$ cat src/rtl/stim_seq_pkg.sv
package stim_seq_pkg;

  typedef enum logic [2:0] {
    PH_IDLE,
    PH_IRST,
    PH_CATH,
    PH_IPD,
    PH_ANOD,
    PH_COMP
  } phase_e;

  // cathodic width in clocks for a width select
  function automatic int unsigned cath_len(input logic [1:0] sel, input int unsigned base);
    case (sel)
      2'd0:    return base;
      2'd1:    return 2 * base;
      default: return 4 * base;
    endcase
  endfunction

  function automatic int unsigned ipd_len(input logic [1:0] sel, input int unsigned base);
    return cath_len(sel, base) / 4;
  endfunction

  function automatic int unsigned tmo_len(input logic [1:0] sel, input int unsigned base);
    return 4 * cath_len(sel, base);
  endfunction

endpackage

$ cat src/rtl/seq_timer.sv
module seq_timer #(
  parameter int CNT_W = 16
) (
  input  logic             clk,
  input  logic             rst_n,
  input  logic             clr_i,
  output logic [CNT_W-1:0] cnt_o
);
  always_ff @(posedge clk or negedge rst_n) begin
    if (!rst_n)              cnt_o <= '0;
    else if (clr_i)          cnt_o <= '0;
    else if (cnt_o != '1)    cnt_o <= cnt_o + 1'b1;
  end
endmodule

$ cat src/rtl/seq_flip_det.sv
module seq_flip_det (
  input  logic clk,
  input  logic rst_n,
  input  logic cap_i,
  input  logic lvl_i,
  output logic flip_o
);
  logic ref_q;

  always_ff @(posedge clk or negedge rst_n) begin
    if (!rst_n)     ref_q <= 1'b0;
    else if (cap_i) ref_q <= lvl_i;
  end

  assign flip_o = (lvl_i != ref_q);
endmodule

$ cat src/rtl/stim_phase_seq.sv
module stim_phase_seq
  import stim_seq_pkg::*;
#(
  parameter int BASE_CYC = 500,
  parameter int AMP_W    = 6
) (
  input  logic             clk,
  input  logic             rst_n,
  input  logic             trig_i,
  input  logic [AMP_W-1:0] amp_i,
  input  logic [1:0]       wsel_i,
  input  logic             cmp_i,
  input  logic             int_rst_req_i,
  input  logic             comp_done_i,
  output logic             cath_en_o,
  output logic             anod_en_o,
  output logic             comp_en_o,
  output logic             int_rst_o,
  output logic [AMP_W-1:0] dac_o,
  output logic             win_chk_o,
  output logic             timeout_o
);
  localparam int CNT_W = $clog2(16 * BASE_CYC + 1);

  phase_e           st_q, st_n;
  logic [1:0]       sel_q;
  logic [AMP_W-1:0] amp_q;
  logic             tmo_q;
  logic [CNT_W-1:0] cnt_w, lim_w;

  // named internal events
  logic last_w, flip_w, cap_w, clr_w, busy_w, irst_w;

  seq_timer #(.CNT_W(CNT_W)) u_tmr (
    .clk(clk), .rst_n(rst_n), .clr_i(clr_w), .cnt_o(cnt_w)
  );

  seq_flip_det u_flip (
    .clk(clk), .rst_n(rst_n), .cap_i(cap_w), .lvl_i(cmp_i), .flip_o(flip_w)
  );

  always_comb begin
    case (st_q)
      PH_CATH: lim_w = CNT_W'(cath_len(sel_q, BASE_CYC));
      PH_IPD:  lim_w = CNT_W'(ipd_len(sel_q, BASE_CYC));
      PH_ANOD: lim_w = CNT_W'(tmo_len(sel_q, BASE_CYC));
      default: lim_w = CNT_W'(1);
    endcase
  end

  assign last_w = (cnt_w == lim_w - 1'b1);
  assign cap_w  = (st_q == PH_IPD) && last_w;
  assign busy_w = (st_q != PH_IDLE);
  assign irst_w = (st_q == PH_IRST);

  always_comb begin
    st_n = st_q;
    case (st_q)
      PH_IDLE: if (trig_i)      st_n = PH_IRST;
      PH_IRST:                  st_n = PH_CATH;
      PH_CATH: if (last_w)      st_n = PH_IPD;
      PH_IPD:  if (last_w)      st_n = PH_ANOD;
      PH_ANOD: if (flip_w || last_w) st_n = PH_COMP;
      PH_COMP: if (comp_done_i) st_n = PH_IDLE;
      default:                  st_n = PH_IDLE;
    endcase
  end

  assign clr_w = (st_n != st_q) || !busy_w;

  always_ff @(posedge clk or negedge rst_n) begin
    if (!rst_n) begin
      st_q  <= PH_IDLE;
      sel_q <= '0;
      amp_q <= '0;
      tmo_q <= 1'b0;
    end else begin
      st_q <= st_n;
      if (!busy_w && trig_i) begin
        sel_q <= wsel_i;
        amp_q <= amp_i;
      end
      if (st_q == PH_ANOD && !flip_w && last_w) tmo_q <= 1'b1;
    end
  end

  assign cath_en_o = (st_q == PH_CATH);
  assign anod_en_o = (st_q == PH_ANOD);
  assign comp_en_o = (st_q == PH_COMP);
  assign int_rst_o = irst_w || (!busy_w && int_rst_req_i);
  assign dac_o     = (cath_en_o || anod_en_o || comp_en_o) ? amp_q : '0;
  assign win_chk_o = comp_en_o && (cnt_w == '0);
  assign timeout_o = tmo_q;

endmodule

$ cat config.mk
export PLATFORM = sky130hd
export DESIGN_NAME = stim_phase_seq
export DESIGN_NICKNAME = d
export VERILOG_FILES = /design/src/rtl/stim_seq_pkg.sv /design/src/rtl/seq_timer.sv /design/src/rtl/seq_flip_det.sv /design/src/rtl/stim_phase_seq.sv
export SDC_FILE = /design/constraint.sdc
export NUM_CORES = 1
export LEC_CHECK = 0
export ABC_CLOCK_PERIOD_IN_PS = 5000
export BUFFER_PORTS_ARGS = -buffer_cell sky130_fd_sc_hd__buf_2
export CAP_MARGIN = 20
export CELL_PAD_IN_SITES_DETAIL_PLACEMENT = 1
export CELL_PAD_IN_SITES_GLOBAL_PLACEMENT = 1
export CORE_ASPECT_RATIO = 0.6
export CORE_MARGIN = 4
export CORE_UTILIZATION = 30
export CTS_BUF_LIST = sky130_fd_sc_hd__clkbuf_4 sky130_fd_sc_hd__clkbuf_8 sky130_fd_sc_hd__clkbuf_16
export CTS_CLUSTER_SIZE = 10
export DETAILED_ROUTE_END_ITERATION = 16
export GPL_ROUTABILITY_DRIVEN = 0
export GPL_TIMING_DRIVEN = 0
export PLACE_DENSITY = 0.59
export SLEW_MARGIN = 20
export SYNTH_ARGS = -nofsm -noshare
export SYNTH_HDL_FRONTEND = slang
export SYNTH_SLANG_ARGS = --single-unit
$ cat constraint.sdc
create_clock -name clk -period 5 [get_ports clk]
set_clock_uncertainty 0.15 [all_clocks]
set_input_delay 0.5 -clock clk [delete_from_list [all_inputs] [get_ports clk]]
set_output_delay 0.5 -clock clk [all_outputs]
set_load 0.005 [all_outputs]
== Yosys cells after proc, flatten, opt, wreduce, memory -nomap -nowiden ==
Index checks and enable logic that the tools add are counted.

* Register bits after elaboration: 26
* Input bits: 14
* Logic and storage cells: 47

* Add/subtract/negate cells: 2
* Equal/unequal tests: 10
* Mux-type cells: 11
* Reductions and logical operators: 18

{| class="wikitable"
|+ Operators by type and width
! operator !! number
|-
| $pmux 13 s3 || 1
|-
| $mux 13 || 2
|-
| $pmux 11 s2 || 1
|-
| $pmux 3 s6 || 1
|-
| $mux 3 || 5
|-
| $add 13x1->13 const B || 1
|-
| $eq 13x13->1 || 1
|-
| $logic_not 13->1 || 1
|-
| $ne 13x13->1 const B || 1
|-
| $sub 13x1->13 const B || 1
|-
| $eq 3x2->1 const B || 2
|-
| $eq 3x3->1 const B || 2
|-
| $logic_and 1x1->1 || 6
|-
| $mux 6 || 1
|-
| $logic_or 1x1->1 || 5
|-
| $eq 3x1->1 const B || 1
|-
| $logic_not 3->1 || 1
|-
| $ne 3x3->1 || 1
|-
| $reduce_bool 3->1 || 1
|-
| $eq 2x1->1 const B || 1
|-
| $logic_not 1->1 || 2
|-
| $logic_not 2->1 || 1
|-
| $reduce_bool 2->1 || 1
|-
| $ne 1x1->1 || 1
|}

== Logic depth before layout (Yosys ltp) ==
Gate-level depths: netlist (run 1).

* Depth in word-level cells: 11
* Mapped depth: 15
* Depth with buffers taken out: 12

== By module ==
From an unflattened synthesis (run 1), not the netlist that was laid out.

* Cell total of the unflattened synthesis: 218
* Area total of the unflattened synthesis: 1976.9 µm²

{| class="wikitable"
|+ Modules (own cells, without submodules)
! module !! instances !! cells each !! area an instance (µm²)
|-
| stim_phase_seq || 1 || 143 || 1199.9
|-
| seq_timer || 1 || 72 || 728.2
|-
| seq_flip_det || 1 || 3 || 48.8
|}

== Least setup slack after synthesis (run 1) ==
Ideal clock, no wire load.

* Path kind: register to register
* Start point: register sel_q[1]
* End point: register u_flip.ref_q
* Library setup time: 0.125 ns
* Arrival: 3.437 ns
* Setup slack: 1.288 ns
* Cell stages (with the launch flop): 14
* Path buffers: 2
* Period minus slack after synthesis: 3.712 ns
* Cells stage by stage: dfrtp_1 -> clkbuf_1 -> nor2_1 -> a21oi_1 -> or2_2 -> ha_1 -> clkbuf_1 -> o211a_1 -> a221o_1 -> or4_4 -> a2111oi_4 -> and3_4 -> nand3_4 -> mux2_4

* Longest elaborated chain between the ends: 6
* Elaborated cells between the ends (all ways): 7

{| class="wikitable"
|+ RTL lines
! element !! line !! RTL
|-
| start, declared || stim_phase_seq.sv:26 || <nowiki>logic [1:0] sel_q;</nowiki>
|-
| start signal, assigned || stim_phase_seq.sv:80 || <nowiki>sel_q <= wsel_i;</nowiki>
|-
| $eq 2x1->1 or $logic_not 2->1 (tied branches) || stim_seq_pkg.sv:14 || <nowiki>case (sel)</nowiki>
|-
| $pmux 11 s2 * || stim_seq_pkg.sv:14 ||
|-
| $pmux 13 s3 * || stim_phase_seq.sv:43 || <nowiki>case (st_q)</nowiki>
|-
| $sub 13x1->13 * || stim_phase_seq.sv:51 || <nowiki>assign last_w = (cnt_w == lim_w - 1'b1);</nowiki>
|-
| $eq 13x13->1 * || stim_phase_seq.sv:51 ||
|-
| $logic_and 1x1->1 * || stim_phase_seq.sv:52 || <nowiki>assign cap_w = (st_q == PH_IPD) && last_w;</nowiki>
|-
| end signal, assigned || seq_flip_det.sv:12 || <nowiki>else if (cap_i) ref_q <= lvl_i;</nowiki>
|-
| end, declared || seq_flip_det.sv:8 || <nowiki>logic ref_q;</nowiki>
|}

Mark *: on every way between the ends. The rest lies on a longest branch, timed or not.
A chain may end at the register's enable or synchronous reset.

== Worst setup path after layout (run 1) ==
* Start point: register sel_q[1]
* End point: register u_tmr.cnt_o[5]

* Longest elaborated chain between the ends: 11
* Elaborated cells between the ends (all ways): 15

{| class="wikitable"
|+ RTL lines
! element !! line !! RTL
|-
| $eq 2x1->1 or $logic_not 2->1 (tied branches) || stim_seq_pkg.sv:14 ||
|-
| $pmux 11 s2 * || stim_seq_pkg.sv:14 ||
|-
| $pmux 13 s3 * || stim_phase_seq.sv:43 ||
|-
| $sub 13x1->13 * || stim_phase_seq.sv:51 ||
|-
| $eq 13x13->1 * || stim_phase_seq.sv:51 ||
|-
| $logic_or 1x1->1 || stim_phase_seq.sv:63 || <nowiki>PH_ANOD: if (flip_w || last_w) st_n = PH_COMP;</nowiki>
|-
| $mux 3 || stim_phase_seq.sv:63 ||
|-
| $pmux 3 s6 * || stim_phase_seq.sv:58 || <nowiki>case (st_q)</nowiki>
|-
| $ne 3x3->1 * || stim_phase_seq.sv:69 || <nowiki>assign clr_w = (st_n != st_q) || !busy_w;</nowiki>
|-
| $logic_or 1x1->1 * || stim_phase_seq.sv:69 ||
|-
| $mux 13 or $reduce_bool 2->1 (tied branches) || - ||
|-
| end signal, assigned || seq_timer.sv:12 || <nowiki>else if (cnt_o != '1) cnt_o <= cnt_o + 1'b1;</nowiki>
|-
| end, declared || seq_timer.sv:7 || <nowiki>output logic [CNT_W-1:0] cnt_o</nowiki>
|}

Marked as above.

==> results by group, run 1 <==
Run status
  • Outcome: finished clean

Finish
  • Layout cells sized above 1: 0.217
  • Non-filler cells, final: 320
  • Nets: 258
  • Diode count: 0
  • Area grow syn2layout: 16.5%

Placed design
  • Port Buffers: 25
  • DP HPWL: 4180 um
  • # placed instances: 316

Global routing
  • Initial antenna violation count: 0
  • Grt total ovfl: 0
  • Total GRT Usage: 0.157
  • Pin count of the biggest net entering global routing: 27
  • First-pass GRT wire length: 8950 um
  • Vias in the first global route: 1611

Pwr
  • Pleak: 0.956 nW
  • Pwr Density: 509 nW/um2
  • Peak supply drop: 180 uV
  • Combinational power share: 0.516
  • P_int: 0.627 mW
  • Sw Share: 0.427
  • Seq pwr share: 0.317
  • Clock power frac: 0.167
  • P_sw: 0.468 mW

Synth
  • Synth Instances: 211
  • Post-synth ARST share: 1.00
  • Most used DFF post-synth: dfrtp_1
  • Seq/Total Area, Yosys: 0.352
  • Cell taking the most area after synthesis: dfrtp_1
  • Post-synth EDFFs: 0
  • FF+latch count, synth: 26
  • Post-synth net total: 228
  • Share of the synthesized area in the top cell type: 0.352
  • Synth top area cells: dfrtp_1 35%, xnor2_1 5.7%, nor2_1 5.5%
  • Count leader, synth: nor2_1
  • Synthesized area per cell: 8.76 um2
  • Post-synth top cells: 27 x nor2_1, 26 x dfrtp_1, 12 x nand2_1, 12 x xnor2_1, 10 x a21oi_1
  • Synth Warn #: 0
  • Post-synthesis cell type count: 51
  • Mapped cell area: 1850 um2

Worst setup path
  • Reg-to-reg startpoint: sel_q[1]$_DFFE_PN0P_
  • Worst EP required: 5.02 ns
  • Crit Path Category: reg2reg
  • CP delay by family, top: simple AND/OR/NAND/NOR gates
  • Startpoint type of the worst setup path: flop
  • Crit-path cells: clkbuf_1 > nor2_1 > a21oi_1 > or2_2 > ha_1 > clkbuf_1 > o211a_1 > a221o_1 > or4_4 > a2111oi_4 > nand3_1 > o21ai_1 > buf_4 > nor2_1
  • Arr. time, crit path: 4.50 ns
  • Reg2Reg Depth: 14
  • Critical path peak fanout: 10
  • Worst path slowest cell: or4_4
  • FF-to-FF End: u_tmr.cnt_o[5]$_DFFE_PN0P_
  • CP bufs+invs: 3
  • R2r setup slk: 0.52 ns
  • CP max stage delay: 0.50 ns
  • CP endpoint kind: flop

Routing
  • Detail Route Antenna Nets: 0
  • Vias: 1654
  • Vias per inst: 5.17
  • Final WL: 5380 um
  • Drt drc: 0
  • Drt pass-1 iters: 4
  • 1st-iter DRT viols: 58
  • Wire length per cell: 16.8 um

STA
  • RSZ-0062 raised after global routing: no
  • TNS Setup: 0 ns
  • Final slew viol count: 0
  • Fmax: 223 MHz
  • Finish-stage setup viols: 0
  • Final Critical Period: 4.48 ns
  • Final hold violations: 0
  • Rel. slew slack: 0.564
  • Measured slew at the worst slew-check pin: 0.651 ns
  • Period utilization: 0.897

Die
  • Die width: 109 um
  • Chip height: 68.8 um
  • Starting Density: 0.320
  • Die area: 7530 um2
  • Core Region: 5780 um2
  • # IOs: 26
  • Std-Cell Rows: 21

Hold path
  • Hold Crit Class: in2async

Clock network
  • TritonCTS buffer count: 3
  • Clk slew on worst S/H paths: 0.10 ns
  • CTS tree: done
  • Cts hold-fix bufs: 0
  • CTS H-tree depth: 1
  • Later-pin clock latency in the skew report: 0.28 ns
  • Post-CTS repair timing setup buffer count: 0
  • CTS root buf: clkbuf_8
  • Clock Sinks: 26
  • Post-CTS Resized: 0
  • Longest Clk Path Bufs: 2

Run
  • Max cap viols: 0
[power groups by stage]
| stage | Combinational, mW | Clock (mW) | Sequential [mW] |
|---|---|---|---|
| CTS | 0.564 | 0.189 | 0.346 |
| detailed placement | 0.557 | 0 | 0.350 |
| floorplan | 0.419 | 0 | 0.324 |
| global route | 0.628 | 0.200 | 0.361 |
| global placement | 0.552 | 0 | 0.349 |
| finish | 0.565 | 0.183 | 0.347 |
[logic make-up (layout without fill, tap and decap cells)]
| kind of cell | after synthesis | in the layout | synth area share |
|---|---|---|---|
| buffers and inverters | 21 | 50 | 0.0487 |
| and+or+nand+nor | 92 | 92 | 0.277 |
| muxes | 10 | 10 | 0.0629 |
| adders and majority gates | 3 | 3 | 0.0203 |
| xor gates and xnor gates | 20 | 20 | 0.0947 |
| AOI/OAI and AO/OA | 39 | 39 | 0.145 |
| DFF | 26 | 26 | 0.352 |
[area by class of cell]
| type | instances | area [um2] |
|---|---|---|
| repair buffers | 25 | 125 |
| clock buffers | 3 | 41.3 |
| plain buffers | 13 | 60.1 |
| fillers | 714 | 3630 |
| well taps | 80 | 100 |
| multi-input cells | 164 | 1120 |
| inverters | 8 | 30.0 |
| clock inverters | 1 | 30.0 |
| flip-flops and latches | 26 | 651 |
[flip-flops by register name, indices dropped and copies added, names as in the netlist]
name and flops:
u_tmr.cnt_o 13, sel_q 2, st_q 3, timeout_o 1
amp_q 6, u_flip.ref_q 1
[worst register-to-register path: stages (launching register included)]
cell	delay [ns]
dfrtp_1	0.45
clkbuf_1	0.27
nor2_1	0.45
a21oi_1	0.16
or2_2	0.30
ha_1	0.20
clkbuf_1	0.21
o211a_1	0.18
a221o_1	0.28
or4_4	0.50
a2111oi_4	0.39
nand3_1	0.12
o21ai_1	0.39
buf_4	0.26
nor2_1	0.06
[worst max path at each step]
stage / from / end / cells past startpoint
final: sel_q[1]$_DFFE_PN0P_ / u_tmr.cnt_o[5]$_DFFE_PN0P_ / 14
after global routing: sel_q[1]$_DFFE_PN0P_ / u_tmr.cnt_o[7]$_DFFE_PN0P_ / 14
after CTS: sel_q[1]$_DFFE_PN0P_ / u_tmr.cnt_o[5]$_DFFE_PN0P_ / 14
after detailed placement: sel_q[1]$_DFFE_PN0P_ / u_tmr.cnt_o[5]$_DFFE_PN0P_ / 14
after global placement: sel_q[1]$_DFFE_PN0P_ / u_tmr.cnt_o[5]$_DFFE_PN0P_ / 14
after floorplan: sel_q[1]$_DFFE_PN0P_ / u_flip.ref_q$_DFFE_PN0P_ / 13
[cells in the final DEF, fill, tap and decap left out, types with 3 or more instances in the layout]
master	n
a211oi_1	3
a21oi_1	10
a31oi_1	3
and3_1	5
buf_2	28
clkbuf_1	8
clkbuf_8	3
dfrtp_1	26
ha_1	3
inv_1	8
mux2_2	8
nand2_1	12
nand2b_1	3
nand3_1	8
nand4_1	5
nor2_1	27
nor2b_1	7
nor3_1	5
o21ai_0	8
o21ai_1	3
xnor2_1	12
xor2_1	8
[through the flow]
step	hold slack, ns	area [um2]	setup WS (ns)	total power, mW	util
CTS	0.0929	2150	0.579	1.10	0.371
detailed placement	0.296	2070	0.643	0.907	0.359
finish	0.0737	2150	0.516	1.10	0.373
global placement	0.290	2070	0.585	0.901	0.359
floorplan	0.0544	1850	1.29	0.743	-
global route	0.122	2150	0.244	1.19	0.373
[metal layers]
| layer | global-route usage | part of all wire | vias up |
|---|---|---|---|
| met5 | 0 | 0 | - |
| met1 | 0.261 | 0.58 | 810 |
| li1 | - | - | 796 |
| met3 | 0.0372 | 0.057 | 4 |
| met2 | 0.199 | 0.36 | 44 |
| met4 | 0.0187 | 0.0039 | 0 |
Note: power is estimated with default switching activity, not from simulation.
==> inputs of run 2 (changes only) <==
Settings changed: REMOVE_ABC_BUFFERS set to 1.
==> results by group, run 2 (same netlist as run 1, synthesis figures left out) <==
Worst setup path
  • Worst path slowest cell: dfrtp_1
  • Critical path peak fanout: 26 (+16)
  • Startpoint type of the worst setup path: flop
  • CP endpoint kind: flop
  • Crit Path Category: reg2reg
  • CP max stage delay: 0.96 ns (+0.46 ns)
  • Arr. time, crit path: 4.39 ns (-0.11 ns)
  • FF-to-FF End: u_tmr.cnt_o[0]$_DFFE_PN0P_
  • Reg2Reg Depth: 11 (-3)
  • Worst EP required: 4.99 ns (-0.03 ns)
  • Reg-to-reg startpoint: st_q[0]$_DFF_PN0_
  • R2r setup slk: 0.60 ns (+0.09 ns)
  • Crit-path cells: or3b_2 > inv_1 > or2_2 > ha_1 > o211a_1 > a221o_1 > or4_4 > a2111oi_4 > nand3_1 > o21ai_2 > nor2_1

STA
  • Final Critical Period: 4.40 ns (-0.0863 ns)
  • Period utilization: 0.879 (-0.0173)
  • Fmax: 227 MHz (+2.0%)
  • RSZ-0062 raised after global routing: no
  • Final worst slack: 0.603 ns (+0.0863 ns)
  • Measured slew at the worst slew-check pin: 0.930 ns (+0.280 ns)
  • Rel. slew slack: 0.380 (-0.185)
  • Final slew viol count: 0 (unchanged)
  • TNS Setup: 0 ns (unchanged)
  • Finish-stage setup viols: 0 (unchanged)
  • Final hold violations: 0 (unchanged)

Finish
  • Number of flip-flops in the largest register: 13 (unchanged)
  • Most flop-heavy register: u_tmr.cnt_o
  • Non-filler cells, final: 307 (-4.1%)
  • Diode count: 0 (unchanged)
  • Layout cells sized above 1: 0.211 (-0.00521)
  • Area grow syn2layout: 12.6%
  • Fill cell count: 707 (-0.98%)
  • Final core occ: 0.360 (-0.0126)
  • Biggest regs: u_tmr.cnt_o: 13 flops, amp_q: 6 flops, st_q: 3 flops
  • Most frequent cells in the layout: 27 x nor2_1, 26 x dfrtp_1, 25 x buf_2, 12 x nand2_1, 12 x xnor2_1
  • Nets: 245 (-5.0%)
  • Most common cell after layout, fill and taps aside: nor2_1

Pwr
  • Tot Pwr: 1.01 mW (-7.8%)
  • Pwr Density: 485 nW/um2 (-4.6%)
  • Pleak: 0.918 nW (-3.9%)
  • Peak supply drop: 203 uV (+13%)

Placed design
  • DP HPWL: 3870 um (-7.5%)
  • # placed instances: 303 (-4.1%)
  • Port Buffers: 25 (unchanged)
  • Worst slack, placed: 0.273 ns (-0.370 ns)

Die
  • Starting Density: 0.320 (unchanged)
  • Die width: 109 um (unchanged)
  • Chip height: 68.8 um (unchanged)
  • Core Region: 5780 um2 (unchanged)
  • # IOs: 26 (unchanged)
  • Die area: 7530 um2 (unchanged)
  • Std-Cell Rows: 21 (unchanged)

Hold path
  • Hold Crit Class: in2async

Routing
  • Final WL: 5060 um (-5.9%)
  • Drt pass-1 iters: 4 (unchanged)
  • Vias: 1565 (-5.4%)
  • Vias per inst: 5.10 (-1.4%)
  • 1st-iter DRT viols: 57 (-1.7%)
  • Wire length per cell: 16.5 um (-1.9%)
  • Detail Route Antenna Nets: 0 (unchanged)
  • Drt drc: 0 (unchanged)

Clock network
  • Clock Sinks: 26 (unchanged)
  • TritonCTS buffer count: 3 (unchanged)
  • Post-CTS repair timing setup buffer count: 0 (unchanged)
  • Post-CTS Resized: 0 (unchanged)
  • Later-pin clock latency in the skew report: 0.27 ns (about the same)
  • Clk slew on worst S/H paths: 0.09 ns (about the same)
  • Longest Clk Path Bufs: 2 (unchanged)
  • CTS root buf: clkbuf_8
  • Cts hold-fix bufs: 0 (unchanged)
  • CTS tree: done
  • CTS H-tree depth: 1 (unchanged)

Global routing
  • Pin count of the biggest net entering global routing: 27 (unchanged)
  • First-pass GRT wire length: 8380 um (-6.4%)
  • Vias in the first global route: 1518 (-5.8%)
  • Total GRT Usage: 0.146 (-0.0105)
  • Initial antenna violation count: 0 (unchanged)
  • Grt total ovfl: 0 (unchanged)

Run status
  • Outcome: finished clean

Run
  • Max cap viols: 0 (unchanged)
[run 2: cell types whose count changed in the layout (fill, tap and decap cells not counted), sizes merged]
cell,change
buf,-5
bufinv,-1
clkbuf,-7
[run 2: cell type report]
cell class                 instances  area [um2]  area share
inverter                           8        30.0      0.0144
sequential                        26         651       0.312
clock buffer                       4        55.1      0.0264
multi-input combinational        164        1120       0.538
tap                               80         100      0.0481
timing repair buffer              25         125      0.0601
[run 2: power breakdown]
| part | switching [mW] | internal [mW] | total (mW) |
|---|---|---|---|
| Combinational | 0.231 | 0.229 | 0.460 |
| Sequential | 0.132 | 0.277 | 0.409 |
| Clock | 0.0707 | 0.0705 | 0.141 |
[run 2: how the worst max path moves through the flow]
stage,startpoint,to,cells past startpoint
finish,st_q[0]$_DFF_PN0_,u_tmr.cnt_o[0]$_DFFE_PN0P_,11
global route,st_q[0]$_DFF_PN0_,u_tmr.cnt_o[11]$_DFFE_PN0P_,11
CTS,st_q[0]$_DFF_PN0_,u_tmr.cnt_o[3]$_DFFE_PN0P_,11
detailed placement,st_q[0]$_DFF_PN0_,u_tmr.cnt_o[0]$_DFFE_PN0P_,11
global placement,st_q[0]$_DFF_PN0_,u_tmr.cnt_o[3]$_DFFE_PN0P_,11
floorplan,st_q[0]$_DFF_PN0_,u_tmr.cnt_o[0]$_DFFE_PN0P_,11
[run 2: critical path: cells and delay by family, from the launching register on]
family / cells / cell delay (ns)
AOI/OAI and AO/OA: 4 / 1.38
and+or+nand+nor: 5 / 1.38
DFF: 1 / 0.96
adders and majority gates: 1 / 0.31
buffers and inverters: 1 / 0.07
[run 2: routing by layer]
| layer | GRT usage | share of wire |
|---|---|---|
| met1 | 0.247 | 0.59 |
| met3 | 0.0298 | 0.033 |
| met5 | 0 | 0 |
| met2 | 0.185 | 0.37 |
| met4 | 0.0187 | 0.0053 |
[run 2: metrics by stage]
| stage | hold slack (ns) | area, um2 |
|---|---|---|
| finish | 0.0774 | 2080 |
| global route | 0.128 | 2080 |
| CTS | 0.100 | 2070 |
| detailed placement | 0.293 | 2010 |
| global placement | 0.296 | 2010 |
| floorplan | 0.0544 | 1790 |
==> inputs of run 3 (changes only) <==
Settings changed: RECOVER_POWER set to 50.
==> results by group, run 3 (same netlist as run 1, synthesis figures left out) <==
Worst setup path
  • Worst path depth: 11 (unchanged)
  • Arr. time, crit path: 4.35 ns (-0.04 ns)
  • R2r setup slk: 0.65 ns (+0.04 ns)
  • CP endpoint kind: flop
  • CP bufs+invs: 1 (unchanged)
  • Reg-to-reg startpoint: st_q[0]$_DFF_PN0_
  • CP delay by family, top: compound AO/OA/AOI/OAI gates
  • Worst path slowest cell: dfrtp_1
  • Reg2Reg Depth: 11 (unchanged)
  • CP max stage delay: 0.92 ns (-0.04 ns)
  • Worst Setup SP: st_q[0]$_DFF_PN0_
  • Crit Path Category: reg2reg
  • Startpoint type of the worst setup path: flop
  • FF-to-FF End: u_tmr.cnt_o[0]$_DFFE_PN0P_
  • Setup crit end: u_tmr.cnt_o[0]$_DFFE_PN0P_
  • Critical path peak fanout: 26 (unchanged)
  • Crit-path cells: or3b_2 > inv_1 > or2_2 > ha_1 > o211a_1 > a221o_1 > or4_4 > a2111oi_4 > nand3_1 > o21ai_2 > nor2_1
  • Worst EP required: 4.99 ns (about the same)

Finish
  • Most frequent cells in the layout: 27 x nor2_1, 26 x dfrtp_1, 23 x buf_2, 12 x nand2_1, 12 x xnor2_1
  • Area grow syn2layout: 11.6%
  • Reg area: 651 um2 (unchanged)
  • Layout cells sized above 1: 0.198 (-0.0132)
  • Nets: 245 (unchanged)
  • Most flop-heavy register: u_tmr.cnt_o
  • Multi-input logic area: 1110 um2 (-1.3%)
  • Diode count: 0 (unchanged)
  • Non-filler cells, final: 307 (unchanged)
  • Fill cell count: 707 (unchanged)
  • Most common cell after layout, fill and taps aside: nor2_1
  • Number of flip-flops in the largest register: 13 (unchanged)
  • Biggest regs: u_tmr.cnt_o: 13 flops, amp_q: 6 flops, st_q: 3 flops

Clock network
  • CTS tree: done
  • Post-CTS repair timing setup buffer count: 0 (unchanged)
  • Clock Sinks: 26 (unchanged)
  • Later-pin clock latency in the skew report: 0.27 ns (about the same)
  • Clk slew on worst S/H paths: 0.09 ns (about the same)
  • Post-CTS Resized: 0 (unchanged)
  • TritonCTS buffer count: 3 (unchanged)
  • CTS H-tree depth: 1 (unchanged)
  • Longest Clk Path Bufs: 2 (unchanged)
  • CTS root buf: clkbuf_8
  • Cts hold-fix bufs: 0 (unchanged)

Placed design
  • # placed instances: 303 (unchanged)
  • DP HPWL: 3870 um (unchanged)
  • Port Buffers: 25 (unchanged)

STA
  • TNS Setup: 0 ns (unchanged)
  • Final Critical Period: 4.35 ns (-0.0442 ns)
  • Final hold violations: 0 (unchanged)
  • Final slew viol count: 38 (+38)
  • RSZ-0062 raised after global routing: no
  • Fmax: 230 MHz (+1.0%)
  • Rel. slew slack: -0.282 (-0.661)
  • Finish-stage setup viols: 0 (unchanged)
  • Hold_ws: 0.278 ns (+0.200 ns)
  • Period utilization: 0.871 (-0.00883)
  • Measured slew at the worst slew-check pin: 1.90 ns (+0.965 ns)

Routing
  • Vias per inst: 5.09 (about the same)
  • Drt drc: 0 (unchanged)
  • Wire length per cell: 16.5 um (about the same)
  • Drt pass-1 iters: 4 (unchanged)
  • 1st-iter DRT viols: 60 (+5.3%)
  • Final WL: 5060 um (about the same)
  • Vias: 1564 (-0.064%)
  • Detail Route Antenna Nets: 0 (unchanged)

Global routing
  • Initial antenna violation count: 0 (unchanged)
  • Vias in the first global route: 1518 (unchanged)
  • Grt total ovfl: 0 (unchanged)
  • Pin count of the biggest net entering global routing: 27 (unchanged)
  • First-pass GRT wire length: 8380 um (unchanged)
  • Total GRT Usage: 0.146 (unchanged)

Die
  • Chip height: 68.8 um (unchanged)
  • Std-Cell Rows: 21 (unchanged)
  • Die width: 109 um (unchanged)
  • Die area: 7530 um2 (unchanged)
  • Starting Density: 0.320 (unchanged)
  • # IOs: 26 (unchanged)
  • Core Region: 5780 um2 (unchanged)

Run status
  • Outcome: finished, violations left
  • Failing checks: capacitance limit, slew limit

Run
  • Max cap viols: 2 (+2)

Hold path
  • Hold Crit Class: in2reg

Pwr
  • Peak supply drop: 203 uV (about the same)
  • Pleak: 0.906 nW (-1.3%)
  • Pwr Density: 488 nW/um2 (+0.49%)
==> run 3: cell count changes in the layout (fill, tap and decap cells not counted), sizes merged <==
| cell | delta |
|---|---|
| buf | -2 |
| clkbuf | +2 |
==> run 3: report_power, final <==
group / switching, mW / internal (mW) / total, mW
Sequential: 0.130 / 0.277 / 0.406
Combinational: 0.231 / 0.228 / 0.459
Clock: 0.0708 / 0.0705 / 0.141
==> run 3: how the worst min path moves through the flow <==
stage | from | end | slack [ns] | depth (start not counted)
6_report | wsel_i[1] | sel_q[1]$_DFFE_PN0P_ | 0.28 | 3
4_1_cts | rst_n | u_tmr.cnt_o[8]$_DFFE_PN0P_ | 0.10 | 1
2_1_floorplan | rst_n | amp_q[0]$_DFFE_PN0P_ | 0.05 | 0
3_5_place_dp | timeout_o$_DFFE_PN0P_ | timeout_o$_DFFE_PN0P_ | 0.29 | 1
3_3_place_gp | timeout_o$_DFFE_PN0P_ | timeout_o$_DFFE_PN0P_ | 0.30 | 1
5_1_grt | amp_i[4] | amp_q[4]$_DFFE_PN0P_ | 0.29 | 2
==> run 3: final cells by class <==
class | instances | area share
tap | 80 | 0.0485
sequential | 26 | 0.315
clock buffer | 4 | 0.0267
inverter | 8 | 0.0145
timing repair buffer | 25 | 0.0594
multi-input combinational | 164 | 0.536
==> run 3: metrics by stage <==
| step | instance area, um2 | setup WS, ns | utilization | power, mW |
|---|---|---|---|---|
| 2_1_floorplan | 1790 | 1.12 | - | 0.724 |
| 3_3_place_gp | 2010 | 0.325 | 0.348 | 0.863 |
| 3_5_place_dp | 2010 | 0.273 | 0.348 | 0.873 |
| 4_1_cts | 2070 | 0.274 | 0.358 | 1.02 |
| 5_1_grt | 2060 | 0.314 | 0.357 | 1.11 |
| 6_report | 2060 | 0.647 | 0.357 | 1.01 |
==> run 3: worst reg2reg max path, stage by stage, from the launching register on <==
cell and delay, ns:
dfrtp_1 0.92, or3b_2 0.31, inv_1 0.07, or2_2 0.29
ha_1 0.31, o211a_1 0.17, a221o_1 0.28, or4_4 0.51
a2111oi_4 0.37, nand3_1 0.16, o21ai_2 0.56, nor2_1 0.12
==> run 3: per-layer routing <==
metal	GRT usage	vias to the layer above	routed length, um
met5	0	-	0
met3	0.0298	2	172
li1	-	773	-
met4	0.0187	0	27
met1	0.247	766	2960
met2	0.185	23	1890
